==> src/rtl/srt4_pkg.sv <==
// Shared types for the radix-4 SRT divider.
// Assumes: digits are 3-bit two's complement values in -2..+2.
package srt4_pkg;

    typedef logic signed [2:0] digit_t;

    localparam digit_t DIG_P2 = 3'b010;
    localparam digit_t DIG_P1 = 3'b001;
    localparam digit_t DIG_Z  = 3'b000;
    localparam digit_t DIG_M1 = 3'b111;
    localparam digit_t DIG_M2 = 3'b110;

    typedef enum logic [1:0] {
        ST_IDLE = 2'd0,
        ST_RUN  = 2'd1,
        ST_FIX  = 2'd2
    } srt4_state_e;

endpackage

==> src/rtl/srt4_sel.sv <==
// Quotient digit selection for radix-4 SRT with digits -2..+2.
// Takes the shifted partial remainder p = 4w (two's complement,
// FRAC fraction bits) and the three divisor bits below the leading one.
// Thresholds, in eighths:
//   hi = 6 + (4*b2 + 2*b3 + b4) - c,  c = carry of (1.b2b3b4 + 3/16)
//   lo = 2 + b2
// Assumes: |w| <= 2d/3 on entry.
module srt4_sel
    import srt4_pkg::*;
#(
    parameter int W_W  = 28,
    parameter int FRAC = 25
) (
    input  logic [2:0]            d_lead,
    input  logic signed [W_W-1:0] p,
    output digit_t                q_dig
);
    localparam int SH = FRAC - 3;

    logic                  carry_c;
    logic [3:0]            hi_e;
    logic [3:0]            lo_e;
    logic signed [W_W-1:0] th_hi;
    logic signed [W_W-1:0] th_lo;

    // Derive both thresholds from the divisor bits, without any range compare
    always_comb begin
        // carry out of adding 3/16 to 0.1b2b3b4: set only when b2 and (b3 or b4)
        carry_c = d_lead[2] & (d_lead[1] | d_lead[0]);
        hi_e    = 4'd6 + {1'b0, d_lead} - {3'b000, carry_c};
        lo_e    = 4'd2 + {3'b000, d_lead[2]};
        th_hi   = signed'({{(W_W-4){1'b0}}, hi_e}) <<< SH;
        th_lo   = signed'({{(W_W-4){1'b0}}, lo_e}) <<< SH;
    end

    // Pick the digit by comparing the shifted remainder with the thresholds
    always_comb begin
        if (!p[W_W-1]) begin
            if (p >= th_hi)      q_dig = DIG_P2;
            else if (p >= th_lo) q_dig = DIG_P1;
            else                 q_dig = DIG_Z;
        end else begin
            if (p <= -th_hi)      q_dig = DIG_M2;
            else if (p <= -th_lo) q_dig = DIG_M1;
            else                  q_dig = DIG_Z;
        end
    end

endmodule

==> src/rtl/srt4_otf.sv <==
// On-the-fly conversion of signed radix-4 digits to a binary quotient.
// Keeps qv (the quotient so far) and qmv (qv minus one ulp), and appends
// two bits to each on every step. No carry chain runs at the end.
// Assumes: the first digit is nonnegative (the dividend is positive).
module srt4_otf
    import srt4_pkg::*;
#(
    parameter int QR_W = 26
) (
    input  logic            clk,
    input  logic            rst_n,
    input  logic            init,
    input  logic            step,
    input  digit_t          q_dig,
    output logic [QR_W-1:0] q_o,
    output logic [QR_W-1:0] qm_o
);
    logic [QR_W-1:0] qv;
    logic [QR_W-1:0] qmv;
    digit_t          dm1;
    logic            pos;

    // Two-bit tails: digit mod 4 for qv, (digit-1) mod 4 for qmv
    always_comb begin
        dm1 = q_dig - DIG_P1;
        pos = !q_dig[2] && (q_dig != DIG_Z);
    end

    // Shift and append into both registers
    always_ff @(posedge clk) begin
        if (!rst_n || init) begin
            qv  <= '0;
            qmv <= '1;
        end else if (step) begin
            qv  <= {(q_dig[2] ? qmv[QR_W-3:0] : qv[QR_W-3:0]), q_dig[1:0]};
            qmv <= {(pos ? qv[QR_W-3:0] : qmv[QR_W-3:0]), dm1[1:0]};
        end
    end

    assign q_o  = qv;
    assign qm_o = qmv;

    AST_QM_ULP: assert property (@(posedge clk) disable iff (!rst_n)
        (qv - qmv) == QR_W'(1));

endmodule

==> src/rtl/srt4_ctrl.sv <==
// Sequencer: idle -> ITER recurrence steps -> one correction cycle.
// Assumes: start is ignored outside the idle state.
module srt4_ctrl
    import srt4_pkg::*;
#(
    parameter int ITER = 13
) (
    input  logic clk,
    input  logic rst_n,
    input  logic start,
    output logic load,
    output logic step,
    output logic fix,
    output logic busy,
    output logic done
);
    localparam int CW = $clog2(ITER);

    srt4_state_e state;
    logic [CW-1:0] cnt;

    // Decode the phase strobes from the state
    always_comb begin
        load = (state == ST_IDLE) && start;
        step = (state == ST_RUN);
        fix  = (state == ST_FIX);
        busy = (state != ST_IDLE);
    end

    // State, iteration counter and completion pulse
    always_ff @(posedge clk) begin
        if (!rst_n) begin
            state <= ST_IDLE;
            cnt   <= '0;
            done  <= 1'b0;
        end else begin
            done <= (state == ST_FIX);
            case (state)
                ST_IDLE: if (start) begin
                    state <= ST_RUN;
                    cnt   <= '0;
                end
                ST_RUN: begin
                    cnt <= cnt + 1'b1;
                    if (cnt == CW'(ITER-1)) state <= ST_FIX;
                end
                ST_FIX:  state <= ST_IDLE;
                default: state <= ST_IDLE;
            endcase
        end
    end

    AST_FIX_AFTER_RUN: assert property (@(posedge clk) disable iff (!rst_n)
        (state == ST_FIX) |-> ($past(state) == ST_RUN && $past(cnt) == CW'(ITER-1)));
    AST_DONE_PULSE: assert property (@(posedge clk) disable iff (!rst_n)
        done |=> !done);

endmodule

==> src/rtl/srt4_divider.sv <==
// Radix-4 SRT significand divider (top).
// Inputs: divisor D with bit SIG_W-1 set (d in [1/2,1)) and dividend
// 0 < X < D. The first partial remainder is x/2, so |w| <= 2d/3 holds.
// Remainder word: FRAC = SIG_W+1 fraction bits and 3 integer bits.
// Outputs: quotient = floor(X*2^(SIG_W+1)/D), remainder = exact residue.
module srt4_divider
    import srt4_pkg::*;
#(
    parameter int SIG_W = 24
) (
    input  logic               clk,
    input  logic               rst_n,
    input  logic               start,
    input  logic [SIG_W-1:0]   dividend,
    input  logic [SIG_W-1:0]   divisor,
    output logic               busy,
    output logic               done,
    output logic [SIG_W:0]     quotient,
    output logic [SIG_W-1:0]   remainder
);
    localparam int ITER = SIG_W/2 + 1;
    localparam int QR_W = 2 * ITER;
    localparam int FRAC = SIG_W + 1;
    localparam int W_W  = FRAC + 3;
    localparam int DN_W = SIG_W + 1;
    localparam int B_W  = W_W + 2;

    logic                  load, step, fix;
    logic [SIG_W-1:0]      d_r;
    logic signed [W_W-1:0] w_r;
    logic [QR_W-1:0]       quot_r;
    logic [SIG_W-1:0]      rem_r;

    logic [DN_W-1:0]       dn;
    logic signed [W_W-1:0] dn_w;
    logic signed [W_W-1:0] p;
    logic signed [W_W-1:0] mult;
    logic signed [W_W-1:0] w_next;
    logic signed [W_W-1:0] w_fin;
    logic [QR_W-1:0]       q_cur, qm_cur;
    digit_t                q_dig;
    logic [W_W-1:0]        absw;
    logic [B_W-1:0]        bnd_l, bnd_r;

    srt4_ctrl #(.ITER(ITER)) u_ctrl (
        .clk(clk), .rst_n(rst_n), .start(start),
        .load(load), .step(step), .fix(fix), .busy(busy), .done(done)
    );

    srt4_sel #(.W_W(W_W), .FRAC(FRAC)) u_sel (
        .d_lead(d_r[SIG_W-2 -: 3]), .p(p), .q_dig(q_dig)
    );

    srt4_otf #(.QR_W(QR_W)) u_otf (
        .clk(clk), .rst_n(rst_n), .init(load), .step(step),
        .q_dig(q_dig), .q_o(q_cur), .qm_o(qm_cur)
    );

    // Recurrence datapath: 4w minus or plus the selected divisor multiple
    always_comb begin
        dn     = {d_r, 1'b0};
        dn_w   = signed'({{(W_W-DN_W){1'b0}}, dn});
        p      = w_r <<< 2;
        if (q_dig == DIG_P2 || q_dig == DIG_M2)      mult = dn_w <<< 1;
        else if (q_dig == DIG_P1 || q_dig == DIG_M1) mult = dn_w;
        else                                         mult = '0;
        w_next = q_dig[2] ? (p + mult) : (p - mult);
        w_fin  = w_r[W_W-1] ? (w_r + dn_w) : w_r;
    end

    // Operand capture, remainder update and final correction
    always_ff @(posedge clk) begin
        if (!rst_n) begin
            d_r    <= '0;
            w_r    <= '0;
            quot_r <= '0;
            rem_r  <= '0;
        end else if (load) begin
            d_r <= divisor;
            w_r <= signed'({{(W_W-SIG_W){1'b0}}, dividend});
        end else if (step) begin
            w_r <= w_next;
        end else if (fix) begin
            quot_r <= w_r[W_W-1] ? qm_cur : q_cur;
            rem_r  <= w_fin[SIG_W:1];
        end
    end

    assign quotient  = quot_r[SIG_W:0];
    assign remainder = rem_r;

    // Bound terms for the convergence check: 3|w| against 2d
    always_comb begin
        absw  = w_r[W_W-1] ? W_W'(-w_r) : W_W'(w_r);
        bnd_l = {2'b00, absw} + {1'b0, absw, 1'b0};
        bnd_r = {{(B_W-DN_W-1){1'b0}}, dn, 1'b0};
    end

    AST_W_BOUND: assert property (@(posedge clk) disable iff (!rst_n)
        busy |-> (bnd_l <= bnd_r));
    AST_FIN_RANGE: assert property (@(posedge clk) disable iff (!rst_n)
        fix |-> (w_fin[W_W-1:SIG_W+1] == '0 && !w_fin[0]));
    AST_REM_LT_D: assert property (@(posedge clk) disable iff (!rst_n)
        done |-> (rem_r < d_r));
    AST_QUOT_TOP: assert property (@(posedge clk) disable iff (!rst_n)
        done |-> !quot_r[QR_W-1]);
    AST_OPERAND_HOLD: assert property (@(posedge clk) disable iff (!rst_n)
        (busy && $past(busy)) |-> $stable(d_r));

endmodule

==> config.mk <==
export PLATFORM = sky130hd
export DESIGN_NAME = srt4_divider
export DESIGN_NICKNAME = d
export VERILOG_FILES = /design/src/rtl/srt4_pkg.sv /design/src/rtl/srt4_sel.sv /design/src/rtl/srt4_otf.sv /design/src/rtl/srt4_ctrl.sv /design/src/rtl/srt4_divider.sv
export SDC_FILE = /design/constraint.sdc
export NUM_CORES = 1
export LEC_CHECK = 0
export BUFFER_PORTS_ARGS = -buffer_cell sky130_fd_sc_hd__buf_4
export CORE_UTILIZATION = 61
export DETAILED_ROUTE_END_ITERATION = 8
export GPL_ROUTABILITY_DRIVEN = 0
export GPL_TIMING_DRIVEN = 0
export PLACE_DENSITY = 0.91
export SYNTH_ARGS = -nofsm -noshare
export SYNTH_HDL_FRONTEND = slang
export SYNTH_SLANG_ARGS = --single-unit
==> constraint.sdc <==
create_clock -name clk -period 8.2 [get_ports clk]
set_clock_uncertainty 0.2 [all_clocks]
set_input_delay 0.41 -clock clk [delete_from_list [all_inputs] [get_ports clk]]
set_output_delay 0.41 -clock clk [all_outputs]
set_load 0.02 [all_outputs]
==> impl_metrics.json <==
{
  "synth.cell_area_um2": 11000,
  "fill_cells": 1273,
  "async_reset_ff_frac": 0,
  "clk_pin_slew_ns": 0.07,
  "dp_slack_ns": -0.150,
  "yosysSeqAreaShare": 0.287,
  "hold_violations": 10,
  "post_dp_cell_area_um2": 12000,
  "netlist_instances": 1456,
  "dp_hpwl_mm": 25.9,
  "tightestPinTransition_ns": 1.03,
  "clock_latency_ns": 0.46,
  "die_y_um": 136,
  "synth_edf_count": 0,
  "path_class": "flop to flop",
  "p_leak_nw": 5.16,
  "wl_per_cell_um": 20.6,
  "critPathRequiredTime_ns": 8.30,
  "multi_input_area_um2": 7290,
  "grt_pass1_vias": 11100,
  "globalRouteTotalUtil": 0.398,
  "postRouteWirelength_mm": 37.3,
  "regArea_um2": 3140,
  "synthFlopType": "dfxtp_1",
  "layout-drive-gt1-share": 0.108,
  "ant_nets": 0,
  "crit_path_end_kind": "flop",
  "ys_ff_latch": 157,
  "hold_buffers": 0,
  "synth_most_common_cell": "nand2_1",
  "die_area_um2": 18500,
  "min_period_over_period": 0.965,
  "grt_pass1_wl_mm": 57.2,
  "grt_antenna_before_repair": 0,
  "diodes": 0,
  "pin_count": 102,
  "syn_avg_cell_area_um2": 7.53,
  "synthToLayoutAreaGrowth_pct": 15.6,
  "vias": 12200,
  "htreeDepth": 4,
  "synthTopCellsByCount": "nand2_1 (234), a21oi_1 (167), dfxtp_1 (157)",
  "status": "complete, but fails checks",
  "max_slew_margin": 0.304,
  "slowest_delay_ns": 0.52,
  "maxCapViolCount": 0,
  "cts.sinks": 157,
  "root_buffer": "clkbuf_16",
  "ys_types": 73,
  "setup_viol": 0,
  "grt_overflow": 0,
  "clock_path_buffers": 2,
  "first_iter_violations": 1986,
  "setup_tns_ns": 0,
  "cts_buffers": 17,
  "violations": "hold timing",
  "cts_tree": "built",
  "yosysTopAreaCell": "dfxtp_1",
  "crit_arrival_ns": 8.01,
  "core-area_um2": 17400,
  "min_period_ns": 7.91,
  "route.detailed.drc": 0,
  "start_util": 0.630,
  "yosys_warnings": 0,
  "slowest_stage": "dfxtp_1",
  "final_net_count": 1726,
  "io_buffers": 101,
  "chipWidth_um": 136,
  "design_area_um2": 12700,
  "max_freq_ghz": 0.126,
  "fin_ws_ns": 0.291,
  "holdWs_ns": -0.0106,
  "num_rows": 48,
  "syn_nets": 1605,
  "netlist.area_leader.share": 0.287,
  "powerDensity_nw_per_um2": 291,
  "peakVddDrop_v": 0.000248,
  "grt_max_degree": 18,
  "hold_class": "primary input to flop",
  "critPathLaunchType": "flop",
  "critical_path_peak_fanout": 10,
  "avgViaCountPerCell": 6.72,
  "dr.pass1.iters": 7,
  "final_max_slew_viol_count": 0,
  "yosys-top-cells-area": "dfxtp_1 (29%), ha_1 (11%), nand2_1 (8.0%)"
}
==> cells in the final DEF, fill, tap and decap left out, types with 5 or more instances in the layout <==
cell type  Yosys  layout
a211oi_1      44      43
a21o_1        18      18
a21oi_1      167     166
a22oi_1       20      19
a31oi_1        8       8
and2_1         5       5
buf_1         17      17
buf_2          7       7
buf_4          0     102
clkbuf_1      65      63
clkbuf_16      0      17
dfxtp_1      157     156
ha_1          95      95
inv_1         73      73
inv_6          0       5
mux2i_1       64      64
nand2_1      234     233
nand2b_1      13      13
nand3_1       16      16
nand4_1        5       5
nor2_1       125     124
nor2b_1       14      14
nor3_1        23      21
nor4_1        11      10
o211ai_1      37      37
o21a_1         9       9
o21ai_0       81      80
o21bai_1      13      13
o22ai_1        6       6
o31ai_1        5       5
or3_1          8       8
xnor2_1       25      25
xor2_1        11      11
==> critical path: cells and delay by family (launching register included) <==
kind	cells	cell delay [ns]
muxes	1	0.31
AOI/OAI and AO/OA	12	2.71
adders and majority gates	6	1.57
buffers and inverters	8	0.99
and+or+nand+nor	10	1.41
DFF	1	0.52
==> metrics by stage <==
step            util  power (mW)  std cells
6_report       0.728        3.70       1815
5_1_grt        0.728        3.84       1815
4_1_cts        0.723        3.53       1814
3_5_place_dp   0.690        2.74       1782
3_3_place_gp   0.690        2.69       1782
2_1_floorplan      -        2.28       1456
==> sequential cells by signal, summed over array words and instances, names as in the netlist <==
register and cells:
u_ctrl.state 2, u_otf.qm_o 25, u_ctrl.done 1, remainder 24, u_otf.q_o 25, d_r 24
quot_r 25, w_r 27, u_ctrl.cnt 4
==> final cells by class <==
type	count	share of cell area
Clock buffer	17	0.0335
Inverter	73	0.0216
Tap cell	225	0.0222
Timing Repair Buffer	102	0.0604
Multi-Input combinational cell	1137	0.575
Sequential cell	157	0.248
Clock inverter	15	0.0117
Buffer	89	0.0276
==> per-layer routing <==
metal | vias up | GRT usage | wire length [um]
met2 | 1000 | 0.585 | 15600
met4 | 0 | 0.250 | 2430
li1 | 5399 | - | -
met1 | 5543 | 0.517 | 13800
met3 | 251 | 0.102 | 5410
met5 | - | 0 | 0
==> power by group <==
part | internal, mW | switching (mW) | leakage (nW) | total (mW)
sequential | 0.820 | 0.108 | 1.28 | 0.928
combinational | 0.750 | 1.22 | 3.61 | 1.97
clock | 0.404 | 0.391 | 0.274 | 0.795
==> path summary, 6_finish.rpt <==
check                startpoint             to  cells after the start  slack (ns)
setup / recovery        d_r[20]        w_r[23]                     37        0.29
hold / removal      divisor[11]        d_r[11]                      3       -0.01
setup reg to reg        d_r[20]        w_r[23]                     37        0.29
hold reg to reg   remainder[16]  remainder[16]                      2        0.27
==> logic make-up (layout without fill, tap and decap cells) <==
| logic type | Yosys count | in the layout | share of synthesized area |
|---|---|---|---|
| AO/OA/AOI/OAI | 462 | 462 | 0.267 |
| XOR/XNOR | 36 | 36 | 0.0287 |
| adder cells (fa/ha/maj) | 98 | 98 | 0.114 |
| buffers and inverters | 162 | 296 | 0.0562 |
| flip-flops | 157 | 157 | 0.287 |
| multiplexers | 65 | 65 | 0.0594 |
| AND/OR/NAND/NOR | 476 | 476 | 0.189 |
==> timing repair <==
item	in CTS	in global routing
cloned	0	0
endpoints found under the setup margin	4	17
buffers inserted	0	1
pin swaps	0	2
resized for setup	1	24
Power figures use the tool's default switching activity.
